[config.mk]
export PLATFORM = sky130hd
export DESIGN_NAME = secirq_agg
export DESIGN_NICKNAME = d
export VERILOG_FILES = /design/src/rtl/secirq_pkg.sv /design/src/rtl/secirq_ppc_bank.sv /design/src/rtl/secirq_msc_unit.sv /design/src/rtl/secirq_rdmux.sv /design/src/rtl/secirq_agg.sv
export SDC_FILE = /design/constraint.sdc
export NUM_CORES = 1
export LEC_CHECK = 0
export BUFFER_PORTS_ARGS = -buffer_cell sky130_fd_sc_hd__buf_2
export CAP_MARGIN = 0
export CORE_UTILIZATION = 40
export DETAILED_ROUTE_END_ITERATION = 6
export GPL_TIMING_DRIVEN = 0
export MAX_ROUTING_LAYER = met4
export PLACE_DENSITY = 0.76
export REMOVE_ABC_BUFFERS = 1
export SLEW_MARGIN = 5
export SYNTH_ARGS = -nofsm -noshare
export SYNTH_HDL_FRONTEND = slang
export SYNTH_SLANG_ARGS = --single-unit
[constraint.sdc]
create_clock -name clk -period 3.05 [get_ports clk]
set_input_delay 0.61 -clock clk [delete_from_list [all_inputs] [get_ports clk]]
set_output_delay 0.61 -clock clk [all_outputs]
set_load 0.005 [all_outputs]
[src/rtl/secirq_pkg.sv]
package secirq_pkg;

    localparam int DATA_W   = 32;
    localparam int ADDR_W   = 12;
    localparam int APBX_LSB = 4;
    localparam int AHBX_LSB = 20;
    localparam int EXP_LSB  = 16;

    localparam logic [DATA_W-1:0] BRG_KEEP = 32'hFFFF_0000;

    localparam logic [ADDR_W-1:0] OFF_MPC_STAT = 12'h01C;
    localparam logic [ADDR_W-1:0] OFF_PPC_STAT = 12'h020;
    localparam logic [ADDR_W-1:0] OFF_PPC_CLR  = 12'h024;
    localparam logic [ADDR_W-1:0] OFF_PPC_EN   = 12'h028;
    localparam logic [ADDR_W-1:0] OFF_MSC_STAT = 12'h030;
    localparam logic [ADDR_W-1:0] OFF_MSC_CLR  = 12'h034;
    localparam logic [ADDR_W-1:0] OFF_MSC_EN   = 12'h038;
    localparam logic [ADDR_W-1:0] OFF_BRG_STAT = 12'h040;
    localparam logic [ADDR_W-1:0] OFF_BRG_CLR  = 12'h044;
    localparam logic [ADDR_W-1:0] OFF_BRG_EN   = 12'h048;

    typedef enum logic [3:0] {
        SEL_NONE,
        SEL_MPC_STAT,
        SEL_PPC_STAT,
        SEL_PPC_CLR,
        SEL_PPC_EN,
        SEL_MSC_STAT,
        SEL_MSC_CLR,
        SEL_MSC_EN,
        SEL_BRG_STAT,
        SEL_BRG_CLR,
        SEL_BRG_EN
    } reg_sel_e;

    typedef struct packed {
        logic ppc_clr;
        logic ppc_en;
        logic msc_clr;
        logic msc_en;
        logic brg_en;
    } wr_hit_t;

    // Status bit owned by peripheral controller idx in the shared word.
    function automatic int ppc_bit(int idx, int n_int, int n_apbx);
        if (idx < n_int)
            return idx;
        else if (idx < n_int + n_apbx)
            return APBX_LSB + (idx - n_int);
        else
            return AHBX_LSB + (idx - n_int - n_apbx);
    endfunction

    function automatic reg_sel_e decode_sel(logic [ADDR_W-1:0] a);
        case (a)
            OFF_MPC_STAT: return SEL_MPC_STAT;
            OFF_PPC_STAT: return SEL_PPC_STAT;
            OFF_PPC_CLR:  return SEL_PPC_CLR;
            OFF_PPC_EN:   return SEL_PPC_EN;
            OFF_MSC_STAT: return SEL_MSC_STAT;
            OFF_MSC_CLR:  return SEL_MSC_CLR;
            OFF_MSC_EN:   return SEL_MSC_EN;
            OFF_BRG_STAT: return SEL_BRG_STAT;
            OFF_BRG_CLR:  return SEL_BRG_CLR;
            OFF_BRG_EN:   return SEL_BRG_EN;
            default:      return SEL_NONE;
        endcase
    endfunction

endpackage

[src/rtl/secirq_ppc_bank.sv]
module secirq_ppc_bank
    import secirq_pkg::*;
#(
    parameter int N_INT  = 2,
    parameter int N_APBX = 4,
    parameter int N_AHBX = 4
) (
    input  logic                      clk,
    input  logic                      rst,
    input  logic [N_INT+N_APBX+N_AHBX-1:0] src_in,
    input  logic                      clr_wr,
    input  logic                      en_wr,
    input  logic [N_INT+N_APBX+N_AHBX-1:0] wbits,
    output logic [DATA_W-1:0]         stat_word,
    output logic [DATA_W-1:0]         en_word,
    output logic [N_INT+N_APBX+N_AHBX-1:0] en_out,
    output logic [N_INT+N_APBX+N_AHBX-1:0] clr_out
);
    localparam int NP = N_INT + N_APBX + N_AHBX;

    logic [NP-1:0] prev_q;
    logic [NP-1:0] st_q;
    logic [NP-1:0] en_q;

    // Previous level is only an edge reference; it needs no reset value.
    always_ff @(posedge clk) begin
        prev_q <= src_in;
    end

    always_ff @(posedge clk) begin
        if (rst) begin
            st_q <= '0;
            en_q <= '0;
        end else begin
            for (int i = 0; i < NP; i++) begin
                if (src_in[i] != prev_q[i])
                    st_q[i] <= src_in[i];          // a fresh event beats a clear
                else if (clr_wr && wbits[i])
                    st_q[i] <= 1'b0;
            end
            if (en_wr)
                en_q <= wbits;
        end
    end

    always_comb begin
        stat_word = '0;
        en_word   = '0;
        for (int i = 0; i < NP; i++) begin
            stat_word[ppc_bit(i, N_INT, N_APBX)] = st_q[i];
            en_word[ppc_bit(i, N_INT, N_APBX)]   = en_q[i];
        end
    end

    assign en_out  = en_q;
    assign clr_out = st_q;

endmodule

[src/rtl/secirq_msc_unit.sv]
module secirq_msc_unit
    import secirq_pkg::*;
#(
    parameter int N_MSC = 4
) (
    input  logic              clk,
    input  logic              rst,
    input  logic [N_MSC-1:0]  src_in,
    input  logic              en_wr,
    input  logic              clr_wr,
    input  logic [DATA_W-1:0] wdata,
    output logic [DATA_W-1:0] stat_word,
    output logic [DATA_W-1:0] en_word,
    output logic [N_MSC-1:0]  clr_out,
    output logic              irq
);
    logic [DATA_W-1:0] en_q;
    logic [N_MSC-1:0]  clr_q;

    always_ff @(posedge clk) begin
        if (rst) begin
            en_q  <= '0;
            clr_q <= '0;
        end else begin
            if (en_wr)
                en_q <= wdata;
            if (clr_wr)
                clr_q <= wdata[EXP_LSB +: N_MSC];
        end
    end

    always_comb begin
        stat_word = '0;
        stat_word[EXP_LSB +: N_MSC] = src_in;
    end

    assign en_word = en_q;
    assign clr_out = clr_q;
    assign irq     = |(stat_word & en_q);

endmodule

[src/rtl/secirq_rdmux.sv]
module secirq_rdmux
    import secirq_pkg::*;
(
    input  reg_sel_e          sel,
    input  logic [DATA_W-1:0] mpc_stat,
    input  logic [DATA_W-1:0] ppc_stat,
    input  logic [DATA_W-1:0] ppc_en,
    input  logic [DATA_W-1:0] msc_stat,
    input  logic [DATA_W-1:0] msc_en,
    input  logic [DATA_W-1:0] brg_en,
    output logic [DATA_W-1:0] rdata
);
    always_comb begin
        case (sel)
            SEL_MPC_STAT: rdata = mpc_stat;
            SEL_PPC_STAT: rdata = ppc_stat;
            SEL_PPC_EN:   rdata = ppc_en;
            SEL_MSC_STAT: rdata = msc_stat;
            SEL_MSC_EN:   rdata = msc_en;
            SEL_BRG_EN:   rdata = brg_en;
            default:      rdata = '0;   // clear words, bridge status, unmapped
        endcase
    end
endmodule

[src/rtl/secirq_agg.sv]
module secirq_agg
    import secirq_pkg::*;
#(
    parameter int N_APB_INT = 2,
    parameter int N_APB_EXP = 4,
    parameter int N_AHB_EXP = 4,
    parameter int N_MPC     = 1,
    parameter int N_MPC_EXP = 4,
    parameter int N_MSC     = 4
) (
    input  logic                 clk,
    input  logic                 rst,
    input  logic                 reg_wr,
    input  logic [ADDR_W-1:0]    reg_addr,
    input  logic [DATA_W-1:0]    reg_wdata,
    output logic [DATA_W-1:0]    reg_rdata,
    input  logic [N_APB_INT+N_APB_EXP+N_AHB_EXP-1:0] ppc_irq_in,
    output logic [N_APB_INT+N_APB_EXP+N_AHB_EXP-1:0] ppc_en_out,
    output logic [N_APB_INT+N_APB_EXP+N_AHB_EXP-1:0] ppc_clr_out,
    input  logic [N_MPC-1:0]     mpc_irq_in,
    input  logic [N_MPC_EXP-1:0] mpcx_irq_in,
    input  logic [N_MSC-1:0]     msc_irq_in,
    output logic [N_MSC-1:0]     msc_clr_out,
    output logic                 msc_irq
);
    localparam int NP = N_APB_INT + N_APB_EXP + N_AHB_EXP;

    reg_sel_e          sel;
    wr_hit_t           hit;
    logic [NP-1:0]     ppc_wbits;
    logic [DATA_W-1:0] mpc_word, ppc_stat_w, ppc_en_w, msc_stat_w, msc_en_w;
    logic [DATA_W-1:0] brg_en_q;

    assign sel = decode_sel(reg_addr);

    always_comb begin
        hit         = '0;
        hit.ppc_clr = reg_wr && (sel == SEL_PPC_CLR);
        hit.ppc_en  = reg_wr && (sel == SEL_PPC_EN);
        hit.msc_clr = reg_wr && (sel == SEL_MSC_CLR);
        hit.msc_en  = reg_wr && (sel == SEL_MSC_EN);
        hit.brg_en  = reg_wr && (sel == SEL_BRG_EN);
    end

    // Gather each controller's bit out of the sparse write word.
    always_comb begin
        for (int i = 0; i < NP; i++)
            ppc_wbits[i] = reg_wdata[ppc_bit(i, N_APB_INT, N_APB_EXP)];
    end

    always_comb begin
        mpc_word = '0;
        mpc_word[N_MPC-1:0]          = mpc_irq_in;
        mpc_word[EXP_LSB +: N_MPC_EXP] = mpcx_irq_in;
    end

    always_ff @(posedge clk) begin
        if (rst)
            brg_en_q <= '0;
        else if (hit.brg_en)
            brg_en_q <= reg_wdata & BRG_KEEP;
    end

    secirq_ppc_bank #(
        .N_INT  (N_APB_INT),
        .N_APBX (N_APB_EXP),
        .N_AHBX (N_AHB_EXP)
    ) u_ppc (
        .clk       (clk),
        .rst       (rst),
        .src_in    (ppc_irq_in),
        .clr_wr    (hit.ppc_clr),
        .en_wr     (hit.ppc_en),
        .wbits     (ppc_wbits),
        .stat_word (ppc_stat_w),
        .en_word   (ppc_en_w),
        .en_out    (ppc_en_out),
        .clr_out   (ppc_clr_out)
    );

    secirq_msc_unit #(
        .N_MSC (N_MSC)
    ) u_msc (
        .clk       (clk),
        .rst       (rst),
        .src_in    (msc_irq_in),
        .en_wr     (hit.msc_en),
        .clr_wr    (hit.msc_clr),
        .wdata     (reg_wdata),
        .stat_word (msc_stat_w),
        .en_word   (msc_en_w),
        .clr_out   (msc_clr_out),
        .irq       (msc_irq)
    );

    secirq_rdmux u_rd (
        .sel      (sel),
        .mpc_stat (mpc_word),
        .ppc_stat (ppc_stat_w),
        .ppc_en   (ppc_en_w),
        .msc_stat (msc_stat_w),
        .msc_en   (msc_en_w),
        .brg_en   (brg_en_q),
        .rdata    (reg_rdata)
    );

endmodule

==> flow_summary.toml <==
[detailed_routing]
ant_nets = 0
drc = 0
drt_first_iter_violations = 98
first_pass_iters = 4
num_vias = 3511
wire_per_inst_um = 15.5
viasPerCell = 5.16
wl_um = 10500

[sta]
tightest_slew_ps = 817
slew_headroom_pct = 45.5
period_share_pct = 96.7
layout_min_cycle_time_ps = 2950
rsz0062_at_grt = "no"
fin_ws_ps = 100
max_freq_ghz = 0.339
slew_viol_final = 0
clock_skew_ps = 2.17
setup_viol = 0
hold_violations = 0

[clocking]
cts_buffers = 9
clock-sinks = 82
hold_buffers = 0
clkSlewWorstSetupHoldPaths_ps = 90
htree_levels = 3
root_buffer = "clkbuf_8"
cts.path.max_buffers = 2
tritoncts = "yes"
insertion_delay_ps = 360

[global_routing]
globalRouteOverflowTotal = 0
grt_pass1_wl_um = 16900
grt_start_max_net_pins = 115
grt_usage_pct = 20.3
grt_pass1_vias = 3491
antenna_found_initial = 0

[synthesis]
synth_top_area_cell = "dfxtp_1"
synth_seq_area_share_pct = 39.2
synth.distinct_cells = 43
synth_warnings = 0
synth_top_cell_area_share_pct = 39.2
netlist_instances = 433
synthFlopType = "dfxtp_1"
synth_edf_count = 0
synthesis.area_sq_mm = 0.00419
ys_async_sr_fraction_pct = 0
synth_seq_cells = 82
synthTopCellsByArea = "dfxtp_1 39%, mux2i_1 17%, nand2b_1 15%, ha_1 3.0%, a221o_1 1.9%"
syn_avg_cell_area_sq_um = 9.67

[cells_and_area]
most-common-layout-cells = "121 x buf_2, 99 x nand2b_1, 82 x dfxtp_1, 73 x mux2i_1, 20 x nor2_1"
postLayoutCellArea_sq_mm = 0.00515
instances_no_fill = 680
layout-drive-gt1-share_pct = 28.5
area_delta_synth_final_pct = 23.0
fin_nets = 619
n_antenna_cell = 0
layout_commonest_cell = "buf_2"

[die]
fp-row-count = 36
start_util_pct = 42.1
die_area_sq_mm = 0.0109
ioPinCount = 123
core_sq_mm = 0.00995
fp.dieH_um = 104
die_w_um = 104

[flow_run]
max-cap-violations = 0

[power_and_ir_drop]
switchingPower_mw = 0.512
ir_drop_uv = 195
p_int_mw = 1.66
pwr-share-comb_pct = 8.5
power.leakage_nw = 2.31
pwr_density_cell_mw_per_mm2 = 421
p_seq_share_pct = 50.3
clkPwrFrac_pct = 41.1
p_sw_share_pct = 23.6

[critical_path]
crit_top_cell = "buf_2"
slowest_delay_ps = 620
cp.arrival_ps = 2340
cp_max_fo = 12
worst-setup-path-type = "input pin to primary output"
cp.required_ps = 2440
path_cells = "buf_2 -> or4_4 -> or3_4 -> nor2_4 -> buf_12 -> a221o_1 -> buf_2"
cp_slowest_cell = "or4_4"
endpoint_kind = "primary output"
start_kind = "input pin"

[hold_path]
hold_path.class = "input pin to register"

[placement]
postPlaceCellArea_sq_mm = 0.00486
dp_hpwl_um = 7310
dp.cells = 661
port_buffers = 122
place.gp.congestion = 0.782
post-place-ws_ps = -629

[outcome]
outcome = "finished clean"
-- synth_stat cells, types with 4 or more instances --
| cell | number |
|---|---|
| dfxtp_1 | 82 |
| buf_6 | 5 |
| buf_2 | 4 |
| a22oi_1 | 6 |
| nand2_1 | 12 |
| ha_1 | 10 |
| nor2_1 | 21 |
| a221o_1 | 8 |
| mux2i_1 | 73 |
| and3_1 | 12 |
| a22o_1 | 8 |
| a21oi_1 | 4 |
| inv_1 | 12 |
| clkbuf_1 | 19 |
| nand3_1 | 8 |
| a32oi_1 | 6 |
| nand2b_1 | 99 |
| a21boi_0 | 10 |
-- layout make-up --
type | instances | area, sq um
fillers | 939 | 4800
multi-input cells | 309 | 2370
flip-flops and latches | 82 | 1640
repair buffers | 129 | 706
well taps | 133 | 166
clock buffers | 11 | 141
clock inverters | 4 | 76.3
inverters | 12 | 45.0
-- cells by family after synthesis --
group,count (synthesis),share of synthesized area (%)
and+or+nand+nor,179,26.6
adders and majority gates,10,2.99
DFF,82,39.2
AOI/OAI and AO/OA,46,8.72
xor gates and xnor gates,1,0.209
buffers and inverters,42,4.87
muxes,73,17.4
-- critical path, delay by kind of cell --
family | cells | cell delay (ps)
AND/OR/NAND/NOR | 3 | 1200
AO/OA/AOI/OAI | 1 | 150
buffers and inverters | 3 | 360
-- path summary, 6_finish.rpt --
check / slack (ps) / from / depth (start not counted) / end
worst max register to register: 1910 / u_ppc.prev_q[8] / 4 / u_ppc.clr_out[8]
worst min register to register: 470 / u_msc.en_word[3] / 2 / u_msc.en_word[3]
worst min-delay path: 350 / ppc_irq_in[9] / 1 / u_ppc.prev_q[9]
worst max-delay path: 100 / reg_addr[7] / 7 / reg_rdata[16]
-- repair_timing --
action	4_1_cts	5_1_grt
gates resized for setup	6	1
pin swaps	2	1
buffers inserted	2	2
endpoints found under the setup margin	22	11
-- metal layers --
layer	routed length, um	share of wire (%)	track usage (%)
met1	4590	44	23.0
met5	0	0	-
met4	157	1.5	8.67
met2	5210	49	33.8
met3	578	5.5	5.08
-- metrics by stage --
| step | hold WS [ps] | util, % | total power [mW] | TNS, ps |
|---|---|---|---|---|
| 2_1_floorplan | 444 | - | 1.20 | -3190 |
| 3_3_place_gp | 454 | 48.3 | 1.29 | -45840 |
| 3_5_place_dp | 462 | 48.8 | 1.30 | -14830 |
| 4_1_cts | 340 | 51.5 | 2.19 | 0 |
| 5_1_grt | 329 | 51.7 | 2.27 | 0 |
| 6_report | 354 | 51.7 | 2.17 | 0 |
-- sequential cells by signal (all words and copies together), names as in the netlist --
name and flops:
brg_en_q 16, u_msc.clr_out 4, u_msc.en_word 32, u_ppc.clr_out 10, u_ppc.en_out 10, u_ppc.prev_q 10
-- power by group through the flow --
| stage | logic [mW] | registers, mW | clock network, mW |
|---|---|---|---|
| 6_report | 0.185 | 1.09 | 0.892 |
| 5_1_grt | 0.203 | 1.09 | 0.972 |
| 4_1_cts | 0.186 | 1.09 | 0.914 |
| 3_5_place_dp | 0.183 | 1.12 | 0 |
| 3_3_place_gp | 0.173 | 1.12 | 0 |
| 2_1_floorplan | 0.0852 | 1.12 | 0 |
Note: power is estimated with default switching activity, not from simulation.
